$ cat src/rtl/pirq_route_pkg.sv
`timescale 1ns/1ps
package pirq_route_pkg;

    localparam int NUM_PINS  = 4;
    localparam int NUM_LINES = 16;
    localparam int CODE_W    = $clog2(NUM_LINES);
    localparam int BYTE_W    = 8;

    // Fixed decode addresses of the three routing bytes
    localparam logic [BYTE_W-1:0] ADDR_RT_A  = 8'h55;
    localparam logic [BYTE_W-1:0] ADDR_RT_BC = 8'h56;
    localparam logic [BYTE_W-1:0] ADDR_RT_D  = 8'h57;

    typedef logic [CODE_W-1:0]    route_code_t;
    typedef logic [NUM_LINES-1:0] line_vec_t;

    typedef struct packed {
        logic [BYTE_W-1:0] rt_a;
        logic [BYTE_W-1:0] rt_bc;
        logic [BYTE_W-1:0] rt_d;
    } route_cfg_t;

    typedef enum logic [1:0] {
        SEL_NONE,
        SEL_A,
        SEL_BC,
        SEL_D
    } cfg_sel_e;

    function automatic cfg_sel_e decode_addr(input logic [BYTE_W-1:0] addr);
        cfg_sel_e sel;
        unique case (addr)
            ADDR_RT_A:  sel = SEL_A;
            ADDR_RT_BC: sel = SEL_BC;
            ADDR_RT_D:  sel = SEL_D;
            default:    sel = SEL_NONE;
        endcase
        return sel;
    endfunction

    // Nibble position of each pin's code; the positions are irregular
    function automatic route_code_t pin_code(input route_cfg_t cfg, input int pin);
        route_code_t code;
        case (pin)
            0:       code = cfg.rt_a[7:4];
            1:       code = cfg.rt_bc[3:0];
            2:       code = cfg.rt_bc[7:4];
            3:       code = cfg.rt_d[7:4];
            default: code = '0;
        endcase
        return code;
    endfunction

endpackage

$ cat src/rtl/pirq_cfg_regs.sv
`timescale 1ns/1ps
module pirq_cfg_regs
    import pirq_route_pkg::*;
(
    input  logic              clk,
    input  logic              rst,
    input  logic [BYTE_W-1:0] addr,
    input  logic [BYTE_W-1:0] wdata,
    input  logic              we,
    output logic [BYTE_W-1:0] rdata,
    output route_cfg_t        cfg
);
    cfg_sel_e sel;

    assign sel = decode_addr(addr);

    always_ff @(posedge clk) begin
        if (rst) begin
            cfg <= '0;
        end else if (we) begin
            case (sel)
                SEL_A:   cfg.rt_a  <= wdata;
                SEL_BC:  cfg.rt_bc <= wdata;
                SEL_D:   cfg.rt_d  <= wdata;
                default: ;
            endcase
        end
    end

    always_comb begin
        case (sel)
            SEL_A:   rdata = cfg.rt_a;
            SEL_BC:  rdata = cfg.rt_bc;
            SEL_D:   rdata = cfg.rt_d;
            default: rdata = '0;
        endcase
    end
endmodule

$ cat src/rtl/pirq_pin_decode.sv
`timescale 1ns/1ps
module pirq_pin_decode #(
    parameter int LINES = 16,
    localparam int CW   = $clog2(LINES)
) (
    input  logic [CW-1:0]    code,
    input  logic             level,
    output logic [LINES-1:0] hit
);
    for (genvar k = 0; k < LINES; k++) begin : g_line
        assign hit[k] = level && (code == CW'(k));
    end
endmodule

$ cat src/rtl/pirq_line_merge.sv
`timescale 1ns/1ps
module pirq_line_merge #(
    parameter int PINS  = 4,
    parameter int LINES = 16
) (
    input  logic                        clk,
    input  logic                        rst,
    input  logic [PINS-1:0][LINES-1:0]  hits,
    output logic [LINES-1:0]            lines
);
    logic [LINES-1:0] merged;

    always_comb begin
        merged = '0;
        for (int p = 0; p < PINS; p++) begin
            merged = merged | hits[p];
        end
    end

    always_ff @(posedge clk) begin
        if (rst) lines <= '0;
        else     lines <= merged;
    end
endmodule

$ cat src/rtl/pirq_router.sv
`timescale 1ns/1ps
module pirq_router
    import pirq_route_pkg::*;
(
    input  logic                 clk,
    input  logic                 rst,
    input  logic [BYTE_W-1:0]    cfg_addr,
    input  logic [BYTE_W-1:0]    cfg_wdata,
    input  logic                 cfg_we,
    output logic [BYTE_W-1:0]    cfg_rdata,
    input  logic [NUM_PINS-1:0]  pci_int,
    output logic [NUM_LINES-1:0] isa_irq
);
    route_cfg_t                         cfg_q;
    logic [NUM_PINS-1:0][NUM_LINES-1:0] pin_hits;
    logic [NUM_PINS*CODE_W-1:0]         pin_codes_flat;

    pirq_cfg_regs u_regs (
        .clk   (clk),
        .rst   (rst),
        .addr  (cfg_addr),
        .wdata (cfg_wdata),
        .we    (cfg_we),
        .rdata (cfg_rdata),
        .cfg   (cfg_q)
    );

    for (genvar p = 0; p < NUM_PINS; p++) begin : g_pin
        route_code_t code;
        assign code = pin_code(cfg_q, p);
        assign pin_codes_flat[p*CODE_W +: CODE_W] = code;

        pirq_pin_decode #(.LINES(NUM_LINES)) u_dec (
            .code  (code),
            .level (pci_int[p]),
            .hit   (pin_hits[p])
        );
    end

    pirq_line_merge #(.PINS(NUM_PINS), .LINES(NUM_LINES)) u_merge (
        .clk   (clk),
        .rst   (rst),
        .hits  (pin_hits),
        .lines (isa_irq)
    );
endmodule

$ cat config.mk
export PLATFORM = sky130hd
export DESIGN_NAME = pirq_router
export DESIGN_NICKNAME = d
export VERILOG_FILES = /design/src/rtl/pirq_route_pkg.sv /design/src/rtl/pirq_cfg_regs.sv /design/src/rtl/pirq_pin_decode.sv /design/src/rtl/pirq_line_merge.sv /design/src/rtl/pirq_router.sv
export SDC_FILE = /design/constraint.sdc
export NUM_CORES = 1
export LEC_CHECK = 0
export BUFFER_PORTS_ARGS = -buffer_cell sky130_fd_sc_hd__buf_2
export CAP_MARGIN = 20
export CELL_PAD_IN_SITES_DETAIL_PLACEMENT = 1
export CELL_PAD_IN_SITES_GLOBAL_PLACEMENT = 2
export CORE_AREA = 4 4 126 68
export DETAILED_ROUTE_END_ITERATION = 10
export DIE_AREA = 0 0 130 72
export MAX_ROUTING_LAYER = met4
export PLACE_DENSITY = 0.76
export SYNTH_ARGS = -nofsm -noshare
export SYNTH_HDL_FRONTEND = slang
export SYNTH_SLANG_ARGS = --single-unit
$ cat constraint.sdc
create_clock -name clk -period 0.95 [get_ports clk]
set_input_delay 0 -clock clk [delete_from_list [all_inputs] [get_ports clk]]
set_output_delay 0 -clock clk [all_outputs]
set_load 0.01 [all_outputs]
# [Word level (Yosys, flattened, before mapping)]
# Cells that the tools add are included.
[op_classes] eq_ne=66 mux=2 n_bitwise=3 n_reduce_logical=71
[ops] op="4-bit equality test (second input constant)" count=32
[ops] op="4-bit by 3-bit equality test with 1-bit output (second input constant)" count=16
[ops] op="1-bit logical AND" count=64
[ops] op="16-bit bitwise OR" count=3
[ops] op="4-bit by 2-bit equality test with 1-bit output (second input constant)" count=8
[ops] op="8-bit by 7-bit equality test with 1-bit output (second input constant)" count=3
[ops] op="8-bit one-hot mux with 3 select lines" count=1
[ops] op="4-bit by 1-bit equality test with 1-bit output (second input constant)" count=4
[ops] op="4-bit zero test" count=4
[ops] op="2-bit one-hot mux with 3 select lines" count=1
[ops] op="2-bit AND reduction" count=3
[ops] op="2-bit equality test (second input constant)" count=2
[ops] op="2-bit by 1-bit equality test with 1-bit output (second input constant)" count=1
[totals] regBits=40 inputBits=23 word_cells=146

# [Logic depth before layout (Yosys ltp)]
# Gate-level depths: netlist (run 1).
[depth] word_depth=5 depth_mapped=5 ltp_nobuf=3

# [Modules after synthesis]
# From an unflattened synthesis (run 1), not the netlist that was laid out.
[hier_totals] cells_unflattened=266 hier_area_um2=2222.1
[by_module_without_submodules] module="pirq_cfg_regs" n_inst=1 cells_per_inst=124 area_each_um2=1255.0 seq_area_each_um2=480.5
[by_module_without_submodules] module="pirq_line_merge" n_inst=1 cells_per_inst=50 area_each_um2=496.7 seq_area_each_um2=320.3
[by_module_without_submodules] module="pirq_pin_decode" n_inst=4 cells_per_inst=23 area_each_um2=117.6 seq_area_each_um2=0.0

# [Worst setup path before layout (run 1)]
# Ideal clock, no wire load.
[synth_path] kind="register to register" start="register u_regs.cfg[5] in the netlist's numbering" end="register u_merge.lines[0]" setup_ns=0.070 arrival_time_ns=0.931 t_required_ns=0.880 setup_slack_ns=-0.050 path_stages_with_launch=4 path_buffers=0 synth_period_minus_slack_ns=1.000 cell_sequence="dfxtp_1 -> nor3b_1 -> a22oi_1 -> a21oi_1"
[synth_between] elab_chain_len=3
[synth_lines] element="start: declaration" line_no="pirq_cfg_regs.sv:11" rtl="output route_cfg_t cfg"
[synth_lines] element="4-bit zero test" line_no="pirq_pin_decode.sv:11" rtl="assign hit[k] = level && (code == CW'(k));"
[synth_lines] element="1-bit logical AND" line_no="pirq_pin_decode.sv:11"
[synth_lines] element="16-bit bitwise OR" line_no="pirq_line_merge.sv:16" rtl="merged = merged | hits[p];"
[synth_lines] element="end signal: assignment" line_no="pirq_line_merge.sv:22" rtl="else lines <= merged;"
[synth_lines] element="end: declaration" line_no="pirq_line_merge.sv:9" rtl="output logic [LINES-1:0] lines"
# Every way passes these cells.
# A chain may end at the register's enable or synchronous reset.

# [Worst setup path in the final report (run 1)]
[layout_path] start="register u_regs.cfg[6] in the netlist's numbering" end="register u_merge.lines[9]"
[layout_between] elab_chain_len=3
[layout_lines] element="4-bit equality test" line_no="pirq_pin_decode.sv:11"
[layout_lines] element="1-bit logical AND" line_no="pirq_pin_decode.sv:11"
[layout_lines] element="16-bit bitwise OR" line_no="pirq_line_merge.sv:16"
# Every way passes these cells.

==> metrics.txt, run 1 <==
routed vias=2,152; violated checks=setup timing; Area Overhead vs Synth=52.8%; area of the multi-input gates=1550 µm²; # hold bufs at CTS=0; Post-DRT Antenna Nets=0; CTS tree=done; Worst Path Class, Setup=flip-flop to flip-flop; antenna violations before repair=0; Final Hold Fails=0; Max stage delay on crit path=~0.32 ns; clk buf depth=2; Power, Total=between 3000 and 4000 µW; IO Pins=47; first drt pass iteration count=4; Tightest Hold Check Type=input pin to flip-flop; CTS clock-pin slew for the worst setup and hold paths=~0.06 ns; startpoint types=flip-flop; Worst Tran Pin Value=roughly 0.32 ns; outcome=complete, but fails checks; maximum vdd ir drop=between 0.0006 and 0.0007 V; final WL=roughly 8100 µm; Die X=between 100 and 150 µm; final cell count without fillers=around 400; Critical Path End Type=flip-flop; first-pass GRT wire length=about 12,000 µm; final period utilization=142%; layout cell share with drive strength beyond 1=~60%; setup_tns=-6.80 ns; GP Congestion=roughly 0.9; post-route setup slack=-0.396 ns; Slew HR=~78%; nets=332; Final Max Slew Viols=0; most frequent cells in the layout=46 x buf_2, 37 x buf_4, 32 x nand2b_1; Die H=about 72 µm; placed insts=between 300 and 400; H-tree levels=2; most used flip-flop cell after synthesis=dfxtp_1; row cnt=23; EDFF count, synth=0; post-DP HPWL=between 5000 and 6000 µm; largest net degree at the start of global routing=33; sequential element share of the synthesized area=between 30% and 40%; # setup viols final=24; min cycle time layout=roughly 1.3 ns; LEAKAGE=roughly 0.0014 µW; number of stages on the worst setup path=5; Total GRT Usage=17.9%; CP delay by family, top=compound AO/OA/AOI/OAI gates; Buffers on Ports=46; global route overflow=0; reg-to-reg slack, setup=-0.40 ns; syn_nets=~250; hold depth=3; Avg Vias per Cell=roughly 5.3; Data arrival, critical path=between 1.5 and 2 ns; Mapped Cells=~230; Die Area=between 9000 and 10,000 µm²; Slowest cell on crit path=dfxtp_2; root buf cell=clkbuf_16; Max Freq=743 MHz; Worst Path Max Fanout=4; Yosys cell types=24; initial core utilization=about 28%; most common cell after layout, fill and taps aside=buf_2; filler cell count=853; number of buffers and inverters on the critical path=2; Worst-Skew Late Latency=around 0.29 ns; pre-CTS setup slack=-0.241 ns; Worst Reg-to-Reg Cells=5; vias in the first global route=approximately 2,200; Mapped Area=around 2200 µm²; ant diodes=0; Yosys warning count=0; Max Cap Violations=0; DRC Markers=0; pwr/cell area=~1100 nW/µm²; core area=~7600 µm²; Syn Area/Cell=roughly 9.6 µm²; Clock Sinks=40; CTS Buf Count=5; Fin Hold WS=around 0.026 ns; DR iter-0 viols=between 150 and 200; Routed WL per cell=slightly below 20 µm; CP Cell Sequence=buf_4, buf_6, nor3b_4, a32oi_1, a21oi_1; Worst Path Required=between 1 and 1.5 ns; #FFs+latches synth=40; asr flop ratio synth=0%; RSZ-0062 raised after global routing=yes; Storage cell area=approximately 840 µm²; clock skew=0.00295 ns
==> where the power goes <==
group,internal [µW],switching [µW]
logic,161,153
clock network,956,714
registers,1660,3.88
==> logic make-up after synthesis <==
| group | after synthesis | share of synthesized area (%) |
|---|---|---|
| AO/OA/AOI/OAI | 52 | 17.0 |
| buffers and inverters | 17 | 4.68 |
| flip-flops | 40 | 37.0 |
| multiplexers | 32 | 15.3 |
| AND/OR/NAND/NOR | 85 | 26.0 |
==> area by class of cell <==
cell class                 count  area share, %
multi-input combinational    169           46.8
timing repair buffer          93           19.8
clock buffer                   6           3.90
clock inverter                 1          0.151
tap                          100           3.79
sequential                    40           25.5
==> Yosys cell counts, drive strengths merged, types with 2 or more instances <==
cell type,number,area share (%)
mux2i,24,11
mux2,8,4.2
and2b,3,1.0
dfxtp,40,37
nor2b,8,2.3
buf,12,3.8
nand3,8,1.9
and3,6,2.0
a41oi,2,0.81
nand4,2,2.0
clkbuf,5,0.92
a32oi,8,3.2
nor3b,4,1.4
nand2b,32,9.3
a21oi,14,3.2
a22oi,28,9.7
nor2,12,2.1
and3b,8,3.2
==> worst reg2reg max path, delay by kind of cell, from the launching register on <==
family	cells	cell delay, ns
compound gates	2	0.42
flops	1	0.32
simple gates	1	0.26
buf+inv	2	0.25
==> metrics by stage <==
stage               utilization, %  cell area, µm²
global placement              36.1            2740
floorplan                        -            2210
detailed placement            36.1            2740
finish                        43.5            3310
CTS                           42.1            3200
global route                  43.5            3310
==> final timing paths <==
kind	to	start
worst max-delay path	u_merge.lines[9]	u_regs.cfg[6]
worst min-delay path	u_regs.cfg[1]	cfg_wdata[1]
worst max register to register	u_merge.lines[9]	u_regs.cfg[6]
worst min register to register	u_regs.cfg[1]	u_regs.cfg[1]
==> sequential cells by signal, indices dropped and copies added, names as in the netlist <==
name,cells
u_regs.cfg,24
u_merge.lines,16
==> timing repair <==
action,in CTS,in global routing
endpoints found under the setup margin,24,24
pin swaps,29,15
resized for setup,76,18
setup buffers,9,6
==> per-layer routing <==
metal / GRT usage (%) / routed length, µm
met1: 26.0 / 4040
met2: 24.5 / 3480
met3: 4.26 / 432
met4: 4.84 / 123
met5: - / 0
No activity file was read; power rests on OpenSTA's default activity.
==> inputs of run 2 (changes only) <==
CELL_PAD_IN_SITES_DETAIL_PLACEMENT = unset   (was 1)
CELL_PAD_IN_SITES_GLOBAL_PLACEMENT = unset   (was 2)
CORE_AREA = 4 4 99 54   (was 4 4 126 68)
DIE_AREA = 0 0 103 58   (was 0 0 130 72)
PLACE_DENSITY = 0.77   (was 0.76)
==> run 2 against run 1 <==
  * The flow still finishes with violations (setup timing)
  * Power down 16%
  * Die area down 36%
  * Global-route usage up 4.9 points
  * Routed wire length down 21%
  * Largest power group unchanged
  * Setup slack better by 0.022 ns
  * Via count down 4.6%
  * Critical path depth down 1
  * Cell count down 13%
==> metrics.txt, run 2 (synthesized netlist as in run 1, its figures left out) <==
DRC Markers=0; Biggest register=u_regs.cfg; Final Max Slew Viols=0; Flop pwr share=54.1%; DR iter-0 viols=between 100 and 150; GR met3 Demand/Resource=around 4.6%; Avg Vias per Cell=5.79; switching power=767 µW; H-tree levels=2; maximum vdd ir drop=roughly 0.00067 V; Routed WL per cell=about 18 µm; min cycle time layout=around 1.3 ns; Worst Path Required=about 0.95 ns; Net Sw Frac=25.0%; Data arrival, critical path=1.32 ns; post-DP HPWL=roughly 4400 µm; IO Pins=47; CP Cell Sequence=mux2_2, a22oi_2, nor2_1, buf_2; CTS tree=done; Top Registers=u_regs.cfg (24), u_merge.lines (16); P_int=between 2000 and 2500 µW; placed insts=338; layout cell share with drive strength beyond 1=between 50% and 60%; ant diodes=0; Clock Sinks=40; outcome=complete, but fails checks; clock power share=approximately 37%; first-pass GRT wire length=about 10,000 µm; max FFs per register=24; CTS clock-pin slew for the worst setup and hold paths=approximately 0.080 ns; Max stage delay on crit path=roughly 0.35 ns; first drt pass iteration count=4; Buffers on Ports=46; antenna violations before repair=0; root buf cell=clkbuf_8; # setup viols final=24; initial core utilization=between 40 and 50%; routed vias=around 2,000; Total GRT Usage=roughly 23%; CP delay by family, top=flip-flops; vias in the first global route=2,008; row cnt=17; Worst Tran Pin Value=about 0.35 ns; violated checks=setup timing; Die X=103 µm; Slew HR=76.8%; GR peak layer=met2; largest net degree at the start of global routing=between 40 and 50; most frequent cells in the layout=46 x buf_2, 32 x nand2b_1, 26 x buf_4; core area=roughly 4400 µm²; Worst-Skew Late Latency=~0.3 ns; final WL=approximately 6400 µm; Final Hold Fails=0; met2 track demand over resource=between 30% and 40%; most common cell after layout, fill and taps aside=buf_2; Worst Path Class, Setup=flip-flop to output port; CTS Buf Count=5; Die H=between 50 and 60 µm; Critical Path End Type=output port; nets=320; Gate power share=~8.6%; final core utilization=~70%; LEAKAGE=between 0.001 and 0.0015 µW; GP Congestion=approximately 0.84; clock skew=between 0.006 and 0.007 ns; number of buffers and inverters on the critical path=1; startpoint types=flip-flop; met1 usage=about 28%; clk buf depth=2; final cell count without fillers=355; global route overflow=0; pre-CTS setup slack=-0.154 ns; Area Overhead vs Synth=42.2%; Worst Path Max Fanout=2; Tightest Hold Check Type=input pin to flip-flop; Max Freq=~760 MHz; final period utilization=139%; Die Area=between 5000 and 6000 µm²; Slowest cell on crit path=dfxtp_4; RSZ-0062 raised after global routing=yes; Post-DRT Antenna Nets=0; Max Cap Violations=0; post-route setup slack=-0.374 ns; pwr/cell area=between 900 and 1000 nW/µm²
[run 2: worst paths after layout]
| path | cells after the start | startpoint | to | slack, ns |
|---|---|---|---|---|
| max reg2reg | 5 | u_regs.cfg[5] | u_merge.lines[8] | -0.20 |
| max | 4 | u_regs.cfg[4] | cfg_rdata[4] | -0.37 |
| min | 3 | cfg_wdata[3] | u_regs.cfg[11] | 0.005 |
| min reg2reg | 2 | u_regs.cfg[3] | u_regs.cfg[3] | 0.48 |
[run 2: per-stage QoR]
stage	area, µm²	hold slack (ns)	power (µW)	TNS [ns]
2_1_floorplan	2210	0.191	1850	-0.0435
3_3_place_gp	2620	0.308	1950	-3.82
3_5_place_dp	2620	0.324	1960	-4.48
4_1_cts	2980	0.00810	3070	-4.72
5_1_grt	3080	0.0345	3150	-5.82
6_report	3080	0.00506	3070	-4.85
[run 2: power by group through the flow]
stage | Clock [µW] | Sequential, µW | Combinational, µW
floorplan | 0 | 1720 | 124
global placement | 0 | 1720 | 231
global route | 1210 | 1660 | 283
finish | 1150 | 1660 | 264
detailed placement | 0 | 1720 | 236
CTS | 1160 | 1660 | 253
[run 2: final cells by class]
| class | instances | area (µm²) |
|---|---|---|
| clock inverters | 3 | 18.8 |
| clock buffers | 5 | 68.8 |
| well taps | 57 | 71.3 |
| flip-flops and latches | 40 | 843 |
| fillers | 321 | 1310 |
| multi-input cells | 169 | 1530 |
| repair buffers | 81 | 544 |
[run 2: per-layer routing]
metal | up-vias | share of wire [%]
met2 | 83 | 49
met3 | 17 | 6.3
met5 | - | 0
li1 | 980 | -
met4 | 0 | 2.3
met1 | 974 | 43
[run 2: tightest hold or removal path: stages]
cell and delay [ns]:
buf_2 0.09, nand2b_1 0.10, mux2i_1 0.07
[run 2: what timing repair did]
item | CTS | global route
pin swaps | 27 | 15
endpoints found under the setup margin | 24 | 24
hold buffers | 0 | 0
buffers inserted | 8 | 2
gates resized for setup | 62 | 25
==> inputs of run 3 (changes only) <==
PLACE_DENSITY = 0.78   (was 0.77)
==> run 3 against run 2 <==
  * The flow finishes with violations (hold timing, setup timing)
  * Setup slack worse by 0.053 ns
  * Sequential power hardly changed
  * Clock power is 30% higher
  * Maximum frequency is 3.8% lower
  * Global-route usage is 0.70 points higher
==> metrics.txt, run 3 (synthesized netlist as in run 1, its figures left out) <==
outcome=complete, but fails checks; violated checks=hold timing, setup timing; first-pass GRT wire length=between 10,000 and 15,000 µm; vias in the first global route=roughly 2,100; Post-DRT Antenna Nets=0; Die H=between 50 and 60 µm; reg-to-reg slack, setup=-0.26 ns; LEAKAGE=~0.0014 µW; Power, Total=~3400 µW; H-tree levels=2; Top Registers=u_regs.cfg (24), u_merge.lines (16); clock power share=43.7%; ant diodes=0; DR iter-0 viols=approximately 190; Worst-Skew Late Latency=~0.32 ns; Slew HR=between 70% and 80%; worst hold start=cfg_wdata[0]; final cell count without fillers=approximately 360; startpoint types=flip-flop; nets=322; Worst Path Class, Setup=flip-flop to output port; Avg Vias per Cell=approximately 6; hold depth=3; P_int=2580 µW; min cycle time layout=~1.4 ns; Worst Path Max Fanout=2; Area Overhead vs Synth=44.7%; CTS clock-pin slew for the worst setup and hold paths=~0.09 ns; row cnt=17; Total GRT Usage=roughly a quarter; switching power=between 800 and 900 µW; # setup viols final=24; Area after DPL=2610 µm²; Max Cap Violations=0; pre-CTS setup slack=-0.186 ns; max FFs per register=24; clk buf depth=2; number of buffers and inverters on the critical path=2; clock skew=around 0.010 ns; most frequent cells in the layout=46 x buf_2, 32 x nand2b_1, 30 x buf_4; Final Hold Fails=5; Flop pwr share=between 40% and 50%; first drt pass iteration count=7; Max Freq=726 MHz; IO Pins=47; pwr/cell area=about 1100 nW/µm²; Routed WL per cell=around 20 µm; GP Congestion=roughly 0.83; Buffers on Ports=46; core area=between 4000 and 5000 µm²; Fin Hold WS=-0.00714 ns; RSZ-0062 raised after global routing=yes; CTS tree=done; final period utilization=145%; reg2reg start=u_regs.cfg[23]; filler cell count=approximately 300; # hold bufs at CTS=0; Die Area=roughly 6000 µm²; global route overflow=0; root buf cell=clkbuf_8; DRC Markers=0; CTS Buf Count=5; antenna violations before repair=0; Biggest register=u_regs.cfg; initial core utilization=49.4%; CP delay by family, top=flip-flops; Final Max Slew Viols=0; CP Cell Sequence=buf_6, mux2_4, a22oi_2, nor2_1, buf_2; Hold Crit Endpoint=u_regs.cfg[16]; Post-Layout Inst Area=about 3100 µm²; Worst Reg-to-Reg Cells=4; Data arrival, critical path=~1.4 ns; layout cell share with drive strength beyond 1=59.7%; post-DP HPWL=around 4400 µm; Worst Tran Pin Value=0.321 ns; Critical Path End Type=output port; maximum vdd ir drop=between 0.0005 and 0.0006 V; placed insts=339; Clock Sinks=40; final WL=slightly above 7000 µm; Net Sw Frac=between 20% and 30%; Tightest Hold Check Type=input pin to flip-flop; Gate power share=7.8%; RR Endpoint=u_merge.lines[9]; largest net degree at the start of global routing=just under 50; routed vias=around 2,200; most common cell after layout, fill and taps aside=buf_2; Worst Path Required=between 0.9 and 1 ns; Die X=around 100 µm; post-route setup slack=-0.427 ns; Max stage delay on crit path=~0.33 ns; Slowest cell on crit path=dfxtp_2
## run 3: cell count changes in the layout (fill, tap and decap cells not counted), sizes merged
cell / before / now
buf: 81 / 83
bufinv: 0 / 1
clkinv: 3 / 0
clkinvlp: 0 / 1
inv: 0 / 1
## run 3: layout make-up
| type | instances | area [µm²] | area share (%) |
|---|---|---|---|
| sequential | 40 | 845 | 27.0 |
| timing repair buffer | 83 | 552 | 17.6 |
| tap | 57 | 71.3 | 2.28 |
| clock inverter | 3 | 46.3 | 1.48 |
| clock buffer | 5 | 68.8 | 2.20 |
| multi-input combinational | 169 | 1550 | 49.4 |
## run 3: metal layers
layer | track usage (%) | part of all wire (%)
met1 | 27.6 | 42
met2 | 36.4 | 46
met3 | 6.97 | 7.6
met4 | 11.8 | 4.5
met5 | - | 0
## run 3: stage by stage
stage,util (%),TNS (ns)
after floorplan,-,-0.0435
after global placement,59.7,-3.98
after global routing,71.4,-6.51
after detailed placement,59.7,-4.63
after CTS,68.4,-4.72
final,71.4,-5.37
## run 3: worst min-delay path: stages
cell and delay, ns:
buf_2 0.10, nand2b_1 0.10, mux2i_1 0.08
## run 3: worst max-delay path by stage
stage                              start          endpoint  slack, ns  cells past startpoint
after floorplan           u_regs.cfg[12]  u_merge.lines[1]      -0.02                      4
after global placement     u_regs.cfg[5]  u_merge.lines[9]      -0.18                      3
after detailed placement   u_regs.cfg[5]  u_merge.lines[9]      -0.19                      3
after CTS                 u_regs.cfg[23]      cfg_rdata[7]      -0.40                      5
after global routing      u_regs.cfg[23]      cfg_rdata[7]      -0.45                      5
final                     u_regs.cfg[23]      cfg_rdata[7]      -0.43                      5
## run 3: timing repair
item / 4_1_cts / 5_1_grt
setup endpoints to repair: 24 / 24
gates cloned: 0 / 0
setup buffers: 5 / 6
pin swaps: 30 / 12
gates resized for setup: 65 / 26
## run 3: power groups by stage
stage / clock network (µW) / logic (µW) / registers, µW
4_1_cts: 1470 / 244 / 1660
3_3_place_gp: 0 / 224 / 1720
6_report: 1500 / 266 / 1660
5_1_grt: 1570 / 283 / 1660
2_1_floorplan: 0 / 124 / 1720
3_5_place_dp: 0 / 227 / 1720
